==> config.mk <==
export PLATFORM = sky130hd
export DESIGN_NAME = gcal_fullscale_ctrl
export DESIGN_NICKNAME = d
export VERILOG_FILES = /design/src/rtl/gcal_pkg.sv /design/src/rtl/gcal_gain_stepper.sv /design/src/rtl/gcal_settle_timer.sv /design/src/rtl/gcal_fullscale_ctrl.sv
export SDC_FILE = /design/constraint.sdc
export NUM_CORES = 1
export LEC_CHECK = 0
export BUFFER_PORTS_ARGS = -buffer_cell sky130_fd_sc_hd__buf_2
export CAP_MARGIN = 20
export CORE_MARGIN = 3
export CORE_UTILIZATION = 47
export CTS_CLUSTER_DIAMETER = 150
export CTS_CLUSTER_SIZE = 20
export DETAILED_ROUTE_END_ITERATION = 7
export GPL_TIMING_DRIVEN = 0
export PLACE_DENSITY = 0.83
export SLEW_MARGIN = 20
export SYNTH_ARGS = -nofsm -noshare
export SYNTH_HDL_FRONTEND = slang
export SYNTH_SLANG_ARGS = --single-unit
export TNS_END_PERCENT = 50
==> constraint.sdc <==
create_clock -name clk -period 2.75 [get_ports clk]
set_input_delay 0.275 -clock clk [delete_from_list [all_inputs] [get_ports clk]]
set_output_delay 0.275 -clock clk [all_outputs]
set_load 0.05 [all_outputs]
==> src/rtl/gcal_pkg.sv <==
package gcal_pkg;

    localparam int ADC_W = 12;
    localparam int DC_W  = 3;
    localparam logic [DC_W-1:0] DC_TOP = 3'd4;

    typedef struct packed {
        logic             err;
        logic             ac_hi;
        logic [DC_W-1:0]  dc;
        logic [ADC_W-1:0] residue;
    } gcal_rec_t;

    localparam int REC_W = $bits(gcal_rec_t);

    typedef enum logic [2:0] {
        ST_IDLE,
        ST_LOAD,
        ST_CAP,
        ST_SETTLE,
        ST_CONV,
        ST_WAIT,
        ST_WRITE
    } gcal_state_t;

    function automatic logic is_sat(input logic [ADC_W-1:0] rd,
                                    input logic [ADC_W-1:0] thr);
        return rd >= thr;
    endfunction

endpackage

==> src/rtl/gcal_gain_stepper.sv <==
module gcal_gain_stepper
    import gcal_pkg::*;
(
    input  logic            clk,
    input  logic            rst,
    input  logic            load,
    input  logic            step,
    output logic            ac_hi,
    output logic [DC_W-1:0] dc_sel,
    output logic            at_floor
);

    always_ff @(posedge clk) begin
        if (rst || load) begin
            ac_hi  <= 1'b1;
            dc_sel <= DC_TOP;
        end else if (step) begin
            if (dc_sel != '0) begin
                dc_sel <= dc_sel - 1'b1;
            end else if (ac_hi) begin
                ac_hi  <= 1'b0;
                dc_sel <= DC_TOP;
            end
        end
    end

    assign at_floor = !ac_hi && (dc_sel == '0);


    dc_range_chk: assert property (@(posedge clk) disable iff (rst)
        dc_sel <= DC_TOP);


    ac_drop_chk: assert property (@(posedge clk) disable iff (rst)
        (step && !load && ac_hi && dc_sel == '0) |=> (!ac_hi && dc_sel == DC_TOP));

endmodule

==> src/rtl/gcal_settle_timer.sv <==
module gcal_settle_timer #(
    parameter int unsigned CYCLES = 4
) (
    input  logic clk,
    input  logic rst,
    input  logic run,
    output logic expired
);

    localparam int CW = $clog2(CYCLES + 1);

    logic [CW-1:0] cnt;

    always_ff @(posedge clk) begin
        if (rst || !run) begin
            cnt <= '0;
        end else if (!expired) begin
            cnt <= cnt + 1'b1;
        end
    end

    assign expired = (cnt == CW'(CYCLES));


    cnt_bound_chk: assert property (@(posedge clk) disable iff (rst)
        cnt <= CW'(CYCLES));

endmodule

==> src/rtl/gcal_fullscale_ctrl.sv <==
module gcal_fullscale_ctrl
    import gcal_pkg::*;
#(
    parameter int NUM_PAIRS  = 66,
    parameter int SETTLE_CYC = 500,
    parameter int OFS_W      = 12,
    localparam int AW        = (NUM_PAIRS > 1) ? $clog2(NUM_PAIRS) : 1
) (
    input  logic              clk,
    input  logic              rst,
    input  logic              start,
    input  logic [ADC_W-1:0]  sat_thresh,
    output logic [AW-1:0]     ofs_rd_addr,
    input  logic [OFS_W-1:0]  ofs_rd_data,
    output logic [OFS_W-1:0]  dac_code,
    output logic              ac_gain_hi,
    output logic [DC_W-1:0]   dc_gain_sel,
    output logic              adc_req,
    input  logic              adc_valid,
    input  logic [ADC_W-1:0]  adc_data,
    output logic              tbl_wr_en,
    output logic [AW-1:0]     tbl_wr_addr,
    output logic [REC_W-1:0]  tbl_wr_data,
    output logic              done
);

    localparam logic [AW-1:0] LAST = AW'(NUM_PAIRS - 1);

    gcal_state_t st;
    logic [AW-1:0] pair;
    gcal_rec_t     rec;
    logic          sat, reading, step, finish, at_floor, settled;

    assign sat     = is_sat(adc_data, sat_thresh);
    assign reading = (st == ST_WAIT) && adc_valid;
    assign step    = reading && sat && !at_floor;
    assign finish  = reading && (!sat || at_floor);

    gcal_gain_stepper u_stepper (
        .clk      (clk),
        .rst      (rst),
        .load     (st == ST_CAP),
        .step     (step),
        .ac_hi    (ac_gain_hi),
        .dc_sel   (dc_gain_sel),
        .at_floor (at_floor)
    );

    gcal_settle_timer #(.CYCLES(SETTLE_CYC)) u_settle (
        .clk     (clk),
        .rst     (rst),
        .run     (st == ST_SETTLE),
        .expired (settled)
    );

    always_ff @(posedge clk) begin
        if (rst) begin
            st       <= ST_IDLE;
            pair     <= '0;
            dac_code <= '0;
            rec      <= '0;
            done     <= 1'b0;
        end else begin
            case (st)
                ST_IDLE: if (start) begin
                    done <= 1'b0;
                    pair <= '0;
                    st   <= ST_LOAD;
                end
                ST_LOAD:   st <= ST_CAP;
                ST_CAP: begin
                    dac_code <= ofs_rd_data;
                    st       <= ST_SETTLE;
                end
                ST_SETTLE: if (settled) st <= ST_CONV;
                ST_CONV:   st <= ST_WAIT;
                ST_WAIT: begin
                    if (finish) begin
                        rec <= '{err: sat, ac_hi: ac_gain_hi,
                                 dc: dc_gain_sel, residue: adc_data};
                        st  <= ST_WRITE;
                    end else if (step) begin
                        st <= ST_SETTLE;
                    end
                end
                ST_WRITE: begin
                    if (pair == LAST) begin
                        done <= 1'b1;
                        st   <= ST_IDLE;
                    end else begin
                        pair <= pair + 1'b1;
                        st   <= ST_LOAD;
                    end
                end
                default: st <= ST_IDLE;
            endcase
        end
    end

    assign ofs_rd_addr = pair;
    assign adc_req     = (st == ST_CONV);
    assign tbl_wr_en   = (st == ST_WRITE);
    assign tbl_wr_addr = pair;
    assign tbl_wr_data = rec;


    req_settled_chk: assert property (@(posedge clk) disable iff (rst)
        adc_req |-> ($stable(ac_gain_hi) && $stable(dc_gain_sel) && $stable(dac_code)));


    floor_err_chk: assert property (@(posedge clk) disable iff (rst)
        (tbl_wr_en && rec.err) |-> (!rec.ac_hi && rec.dc == '0));


    below_thr_chk: assert property (@(posedge clk) disable iff (rst)
        (tbl_wr_en && !rec.err) |-> (rec.residue < sat_thresh));


    single_write_chk: assert property (@(posedge clk) disable iff (rst)
        tbl_wr_en |=> !tbl_wr_en);


    done_after_last_chk: assert property (@(posedge clk) disable iff (rst)
        $rose(done) |-> ($past(tbl_wr_en) && tbl_wr_addr == LAST));

endmodule

### Word-level counts from Yosys, hierarchy flattened

Index checks and enable logic that the tools add are counted.

* bits in registers: 53
* input bits: 40
* RAM bits: 0
* memory bits (read-only): 0
* memories kept: 0
* word-level logic and storage cells: 66
* output and inout port bits: 50
* bits in latches: 0

* equal/unequal tests: 13
* mux-type cells: 14
* $add $sub $neg: 3
* multiply operators: 0
* div/mod/pow operators: 0
* magnitude comparators: 1
* reduce and logical (&&, ||, !) cells: 23
* shift-type cells: 0
* bitwise operators: 1

Operator list (count)
* case mux 3 bit (7 select lines): 1
* 2-to-1 mux 3 bit: 6
* 2-to-1 mux 7 bit: 2
* case mux 7 bit (2 select lines): 1
* >= comparator 12 bit: 1
* adder 9 x 1 -> 9 bit, second input constant: 1
* equality test 3 bit, second input constant: 3
* equality test 9 bit, second input constant: 1
* AND reduction 3 bit: 3
* adder 7 x 1 -> 7 bit, second input constant: 1
* equality test 7 bit, second input constant: 1
* equality test 3 x 2 -> 1 bit, second input constant: 2
* logical NOT 3 bit: 2
* inequality test 2 bit, second input constant: 3
* AND reduction 2 bit: 3
* logical AND 1 bit: 5
* logical NOT 1 bit: 4
* nonzero test 2 bit: 2
* equality test 3 x 1 -> 1 bit, second input constant: 1
* logical OR 1 bit: 3
* 2-to-1 mux 1 bit: 3
* inequality test 3 bit, second input constant: 1
* nonzero test 3 bit: 1
* subtractor 3 x 1 -> 3 bit, second input constant: 1
* other kinds (3): 3

### Logic depth before layout (Yosys ltp)

* depth after elaboration: 7
* mapped depth: 10
* depth with buffers taken out: 7

### By module

A second synthesis with hierarchy kept.

* cells, all modules: 308
* area total of the unflattened synthesis: 2631.3 um2

Modules (own cells, without submodules)
* gcal_fullscale_ctrl: times used 1, cells each 235, seq. area each 800.8 um2, area an instance 1996.9 um2
* gcal_settle_timer: times used 1, cells each 49, seq. area each 180.2 um2, area an instance 427.9 um2
* gcal_gain_stepper: times used 1, cells each 24, seq. area each 80.1 um2, area an instance 206.4 um2

### Worst setup path after synthesis

OpenSTA, ideal clock, no wires.

* kind: reg2reg
* from: register u_stepper.dc_sel[0]
* to: register rec (netlist bit tbl_wr_data[10])
* data arrival time: 2.353 ns
* stages on the path, launching flop included: 10
* library setup time: 0.116 ns
* path slack: 0.282 ns
* cells stage by stage: dfxtp_1 -> nor2_1 -> ha_1 -> nor2b_1 -> o41a_1 -> buf_6 -> and3_4 -> buf_6 -> buf_8 -> a31o_1

* word-level cells in the longest chain between the ends: 5

RTL lines
* start: declaration: line gcal_gain_stepper.sv:9 `output logic [DC_W-1:0] dc_sel,`
* start signal: assignment: line gcal_gain_stepper.sv:19 `dc_sel <= dc_sel - 1'b1;`
* logical NOT 3 bit: line gcal_gain_stepper.sv:27 `assign at_floor = !ac_hi && (dc_sel == '0);`
* logical AND 1 bit: line gcal_gain_stepper.sv:27
* logical OR 1 bit: line gcal_fullscale_ctrl.sv:37 `assign finish = reading && (!sat || at_floor);`
* logical AND 1 bit: line gcal_fullscale_ctrl.sv:37
* AND reduction 2 bit (no line)
* end signal: assignment: line gcal_fullscale_ctrl.sv:79 `rec <= '{err: sat, ac_hi: ac_gain_hi,`
* end: declaration: line gcal_fullscale_ctrl.sv:31 `gcal_rec_t rec;`

Every way passes these cells.
A chain may end at the register's enable or synchronous reset.

### Worst setup path in the final report

* from: register u_stepper.dc_sel[0]
* to: register u_stepper.dc_sel[2]

* word-level cells in the longest chain between the ends: 5

RTL lines
* parallel branches: the longest is 5 deep, another holds subtractor 3 x 1 -> 3 bit

Several ways; the timed one is not identified.

==> Implementation_results.wiki <==
{| class="wikitable"
! Metric !! Value
|-
| Setup CP Type || flop to flop
|-
| Proportion of register bits with asynchronous set or reset after synthesis || 0%
|-
| Number of distinct library cells after synthesis || 53
|-
| LEAKAGE || 1.54 nW
|-
| Final critical-path share of the clock period || 83.6%
|-
| DP HPWL || 5.03 mm
|-
| Root cell of the clock tree || clkbuf_8
|-
| Number of synthesized register bits || 53
|-
| Total negative slack || 0 ps
|-
| Quantity of hold-fixing buffers added after cts || 0
|-
| Status || complete, no violations
|-
| Placeable core area || 5640 µm²
|-
| Most common cell in the synthesized netlist || dfxtp_1
|-
| Number of max-slew violations in the final report || 0
|-
| Peak ir drop on the vdd network || 0.243 mV
|-
| Sequential area share after synthesis || 37.7%
|-
| Non-filler instance count after layout || 504
|-
| Worst slew pin tran || 807 ps
|-
| Global routing usage on met2 || 30.2%
|-
| Kind of path behind the tightest hold check || input port to flop
|-
| Post-CTS setup buffer count || 0
|-
| Ranking of synthesized cells by area || dfxtp_1, ha_1, nand2_1
|-
| Type of element capturing the critical path || flop
|-
| Floorplan die height || 83.4 µm
|-
| Routability congestion estimate from global placement || 0.818
|-
| Synth cell count leaders || dfxtp_1, nand2_1, inv_1, nor2_1, a21oi_1
|-
| Skew-Pair Late Insertion Delay || 310 ps
|-
| Cells traversed along the worst timing path || nor2_1 -> ha_1 -> nor2b_1 -> o41a_1 -> buf_6 -> a21oi_1 -> mux2_2
|-
| Number of vias in the routed layout || 2668
|-
| H-tree depth reported by CTS || 2
|-
| Post-DP Area || 3350 µm²
|-
| Crit path launch type || flop
|-
| Count of maximum capacitance violations || 0
|-
| Global-route wire length before repair || 10.9 mm
|-
| Clock transition at path regs || 100 ps
|-
| Deepest clock path buffer count || 2
|-
| Dominant cell type by area after synthesis || dfxtp_1
|-
| Routed via count divided by cell count || 5.29
|-
| Critical Path RT || 2960 ps
|-
| Unrepaired setup endpoints after global routing || no
|-
| Number of flops mapped to enable cells by yosys || 0
|-
| WP data arrival || 2510 ps
|-
| Rel. slew slack || 44.8%
|-
| Effective utilization at floorplan || 49.9%
|-
| Detailed-route wire length per cell || 13.0 µm
|-
| FMAX || 435 MHz
|-
| Gr usage total || 18.5%
|-
| Clock tree from TritonCTS || done
|-
| DRC Markers || 0
|-
| Hold Vio Cnt, Final || 0
|-
| Area of all placed cells without fillers || 3430 µm²
|-
| Count of inserted antenna diode cells || 0
|-
| Number of placed cells counting well taps || 496
|-
| Total Routed Length || 6.54 mm
|-
| DR pass1 iterations || 4
|-
| End-of-flow core utilization || 60.8%
|-
| GRT met3 Usage || 5.56%
|-
| Drt initial violations || 101
|-
| Ratio of total power to cell area || 450 nW/µm²
|-
| Buffers on Ports || 88
|-
| Number of standard-cell rows in the floorplan || 27
|-
| Global route overflow || 0
|-
| Die footprint || 6950 µm²
|-
| Max stage delay cell, worst path || dfxtp_1
|-
| Number of instances resized during post-cts repair || 0
|-
| Final-stage net count || 488
|-
| Largest net degree at the start of global routing || 17
|-
| Post-Synthesis Mean Instance Area || 8.38 µm²
|-
| Global routing usage on met1 || 24.1%
|-
| Area growth from synthesis to layout || 21.9%
|-
| Share of post-route cells with drive strength above 1 || 28.5%
|-
| Synthesis warning total || 0
|-
| Cell area after synthesis || 2820 µm²
|-
| Biggest fanout along the worst timing path || 10
|-
| Worst slack on hold paths || 188 ps
|-
| Total I/O pin count || 90
|-
| Num CTS Buffers || 5
|-
| Worst setup skew after layout || 7.95 ps
|-
| Net Count, Synth || 393
|-
| Vias in the first global route || 2466
|-
| Antenna violations before repair || 0
|-
| Synthesized instance count || 336
|-
| Min Clock Period, post-route || 2300 ps
|-
| Setup-violating endpoint count in the final report || 0
|-
| Antenna Nets Post-Route || 0
|-
| Top_reg_cell synth || dfxtp_1
|-
| Fraction of post-synthesis cell area in the top cell type by area || 37.7%
|-
| Die Wd || 83.4 µm
|-
| Maximum single-stage delay on the critical path || 440 ps
|-
| Sink Count || 53
|-
| Most heavily used metal layer in global routing || met2
|}
-- worst paths after layout --
path,start,endpoint,slack [ps],cells after the start
worst max-delay path,u_stepper.dc_sel[0]$_SDFFE_PP0P_,u_stepper.dc_sel[2]$_SDFFE_PP1P_,450,7
worst min-delay path,ofs_rd_data[9],dac_code[9]$_SDFFE_PP0P_,190,3
worst max register to register,u_stepper.dc_sel[0]$_SDFFE_PP0P_,u_stepper.dc_sel[2]$_SDFFE_PP1P_,450,7
worst min register to register,dac_code[0]$_SDFFE_PP0P_,dac_code[0]$_SDFFE_PP0P_,460,2
-- layer usage --
| layer | vias to the layer above | part of all wire, % |
|---|---|---|
| li1 | 1368 | - |
| met1 | 1226 | 47 |
| met2 | 67 | 46 |
| met3 | 7 | 5.9 |
| met4 | 0 | 1.2 |
| met5 | - | 0 |
-- cells in the final DEF (no fill, tap or decap), types with 2 or more instances in the layout --
master     instances
buf_2             89
dfxtp_1           53
nand2_1           44
inv_1             34
nor2_1            25
a21oi_1           20
ha_1              17
a311oi_1          15
clkbuf_1          14
xor2_1            10
a31o_2             8
a31o_1             8
buf_4              7
nand3_1            6
nand4_1            6
nor3_1             5
o21ai_0            5
clkbuf_8           5
and3_1             4
a31oi_1            4
or3_1              4
o2111ai_1          4
nand2b_1           3
xnor2_1            3
o211ai_1           3
and2_1             3
a211oi_1           2
buf_6              2
nor3b_1            2
-- sequential cells by signal, summed over array words and instances, names as in the netlist --
signal            flops
tbl_wr_data          17
u_stepper.dc_sel      3
done                  1
u_stepper.ac_hi       1
dac_code             12
st                    3
ofs_rd_addr           7
u_settle.cnt          9
-- stage by stage --
stage                     setup slack, ps  power (mW)
after floorplan                       282        1.03
after global placement                196        1.11
after detailed placement              195        1.12
after CTS                             478        1.56
after global routing                  328        1.62
final                                 451        1.54
-- report_power, final --
part           total, mW  switching [mW]  internal (mW)
sequential         0.800          0.0122          0.788
combinational      0.299           0.207         0.0920
clock              0.446           0.264          0.182
-- worst max-delay path, delay by kind of cell, from the launching register on --
kind | cells | cell delay, ps
AOI/OAI and AO/OA | 2 | 740
adders and majority gates | 1 | 240
buffers and inverters | 1 | 150
DFF | 1 | 440
muxes | 1 | 370
and+or+nand+nor | 2 | 250
-- cell families (layout without fill, tap and decap cells) --
| kind of cell | after synthesis | in the layout | share of synthesized area, % |
|---|---|---|---|
| and+or+nand+nor | 110 | 110 | 18.5 |
| AOI/OAI and AO/OA | 80 | 80 | 21.4 |
| buffers and inverters | 61 | 157 | 10.0 |
| DFF | 53 | 53 | 37.7 |
| adders and majority gates | 17 | 17 | 7.56 |
| xor gates and xnor gates | 13 | 13 | 4.04 |
| muxes | 2 | 2 | 0.756 |
-- cell type report --
type                    count  area [µm²]
multi-input cells         222        1470
inverters                  36         135
fillers                   534        2210
well taps                  72        90.1
clock buffers               6        72.6
flip-flops and latches     53        1060
repair buffers             88         440
clock inverters             2        13.8
plain buffers              25         148
(Power assumes the default switching activity.)
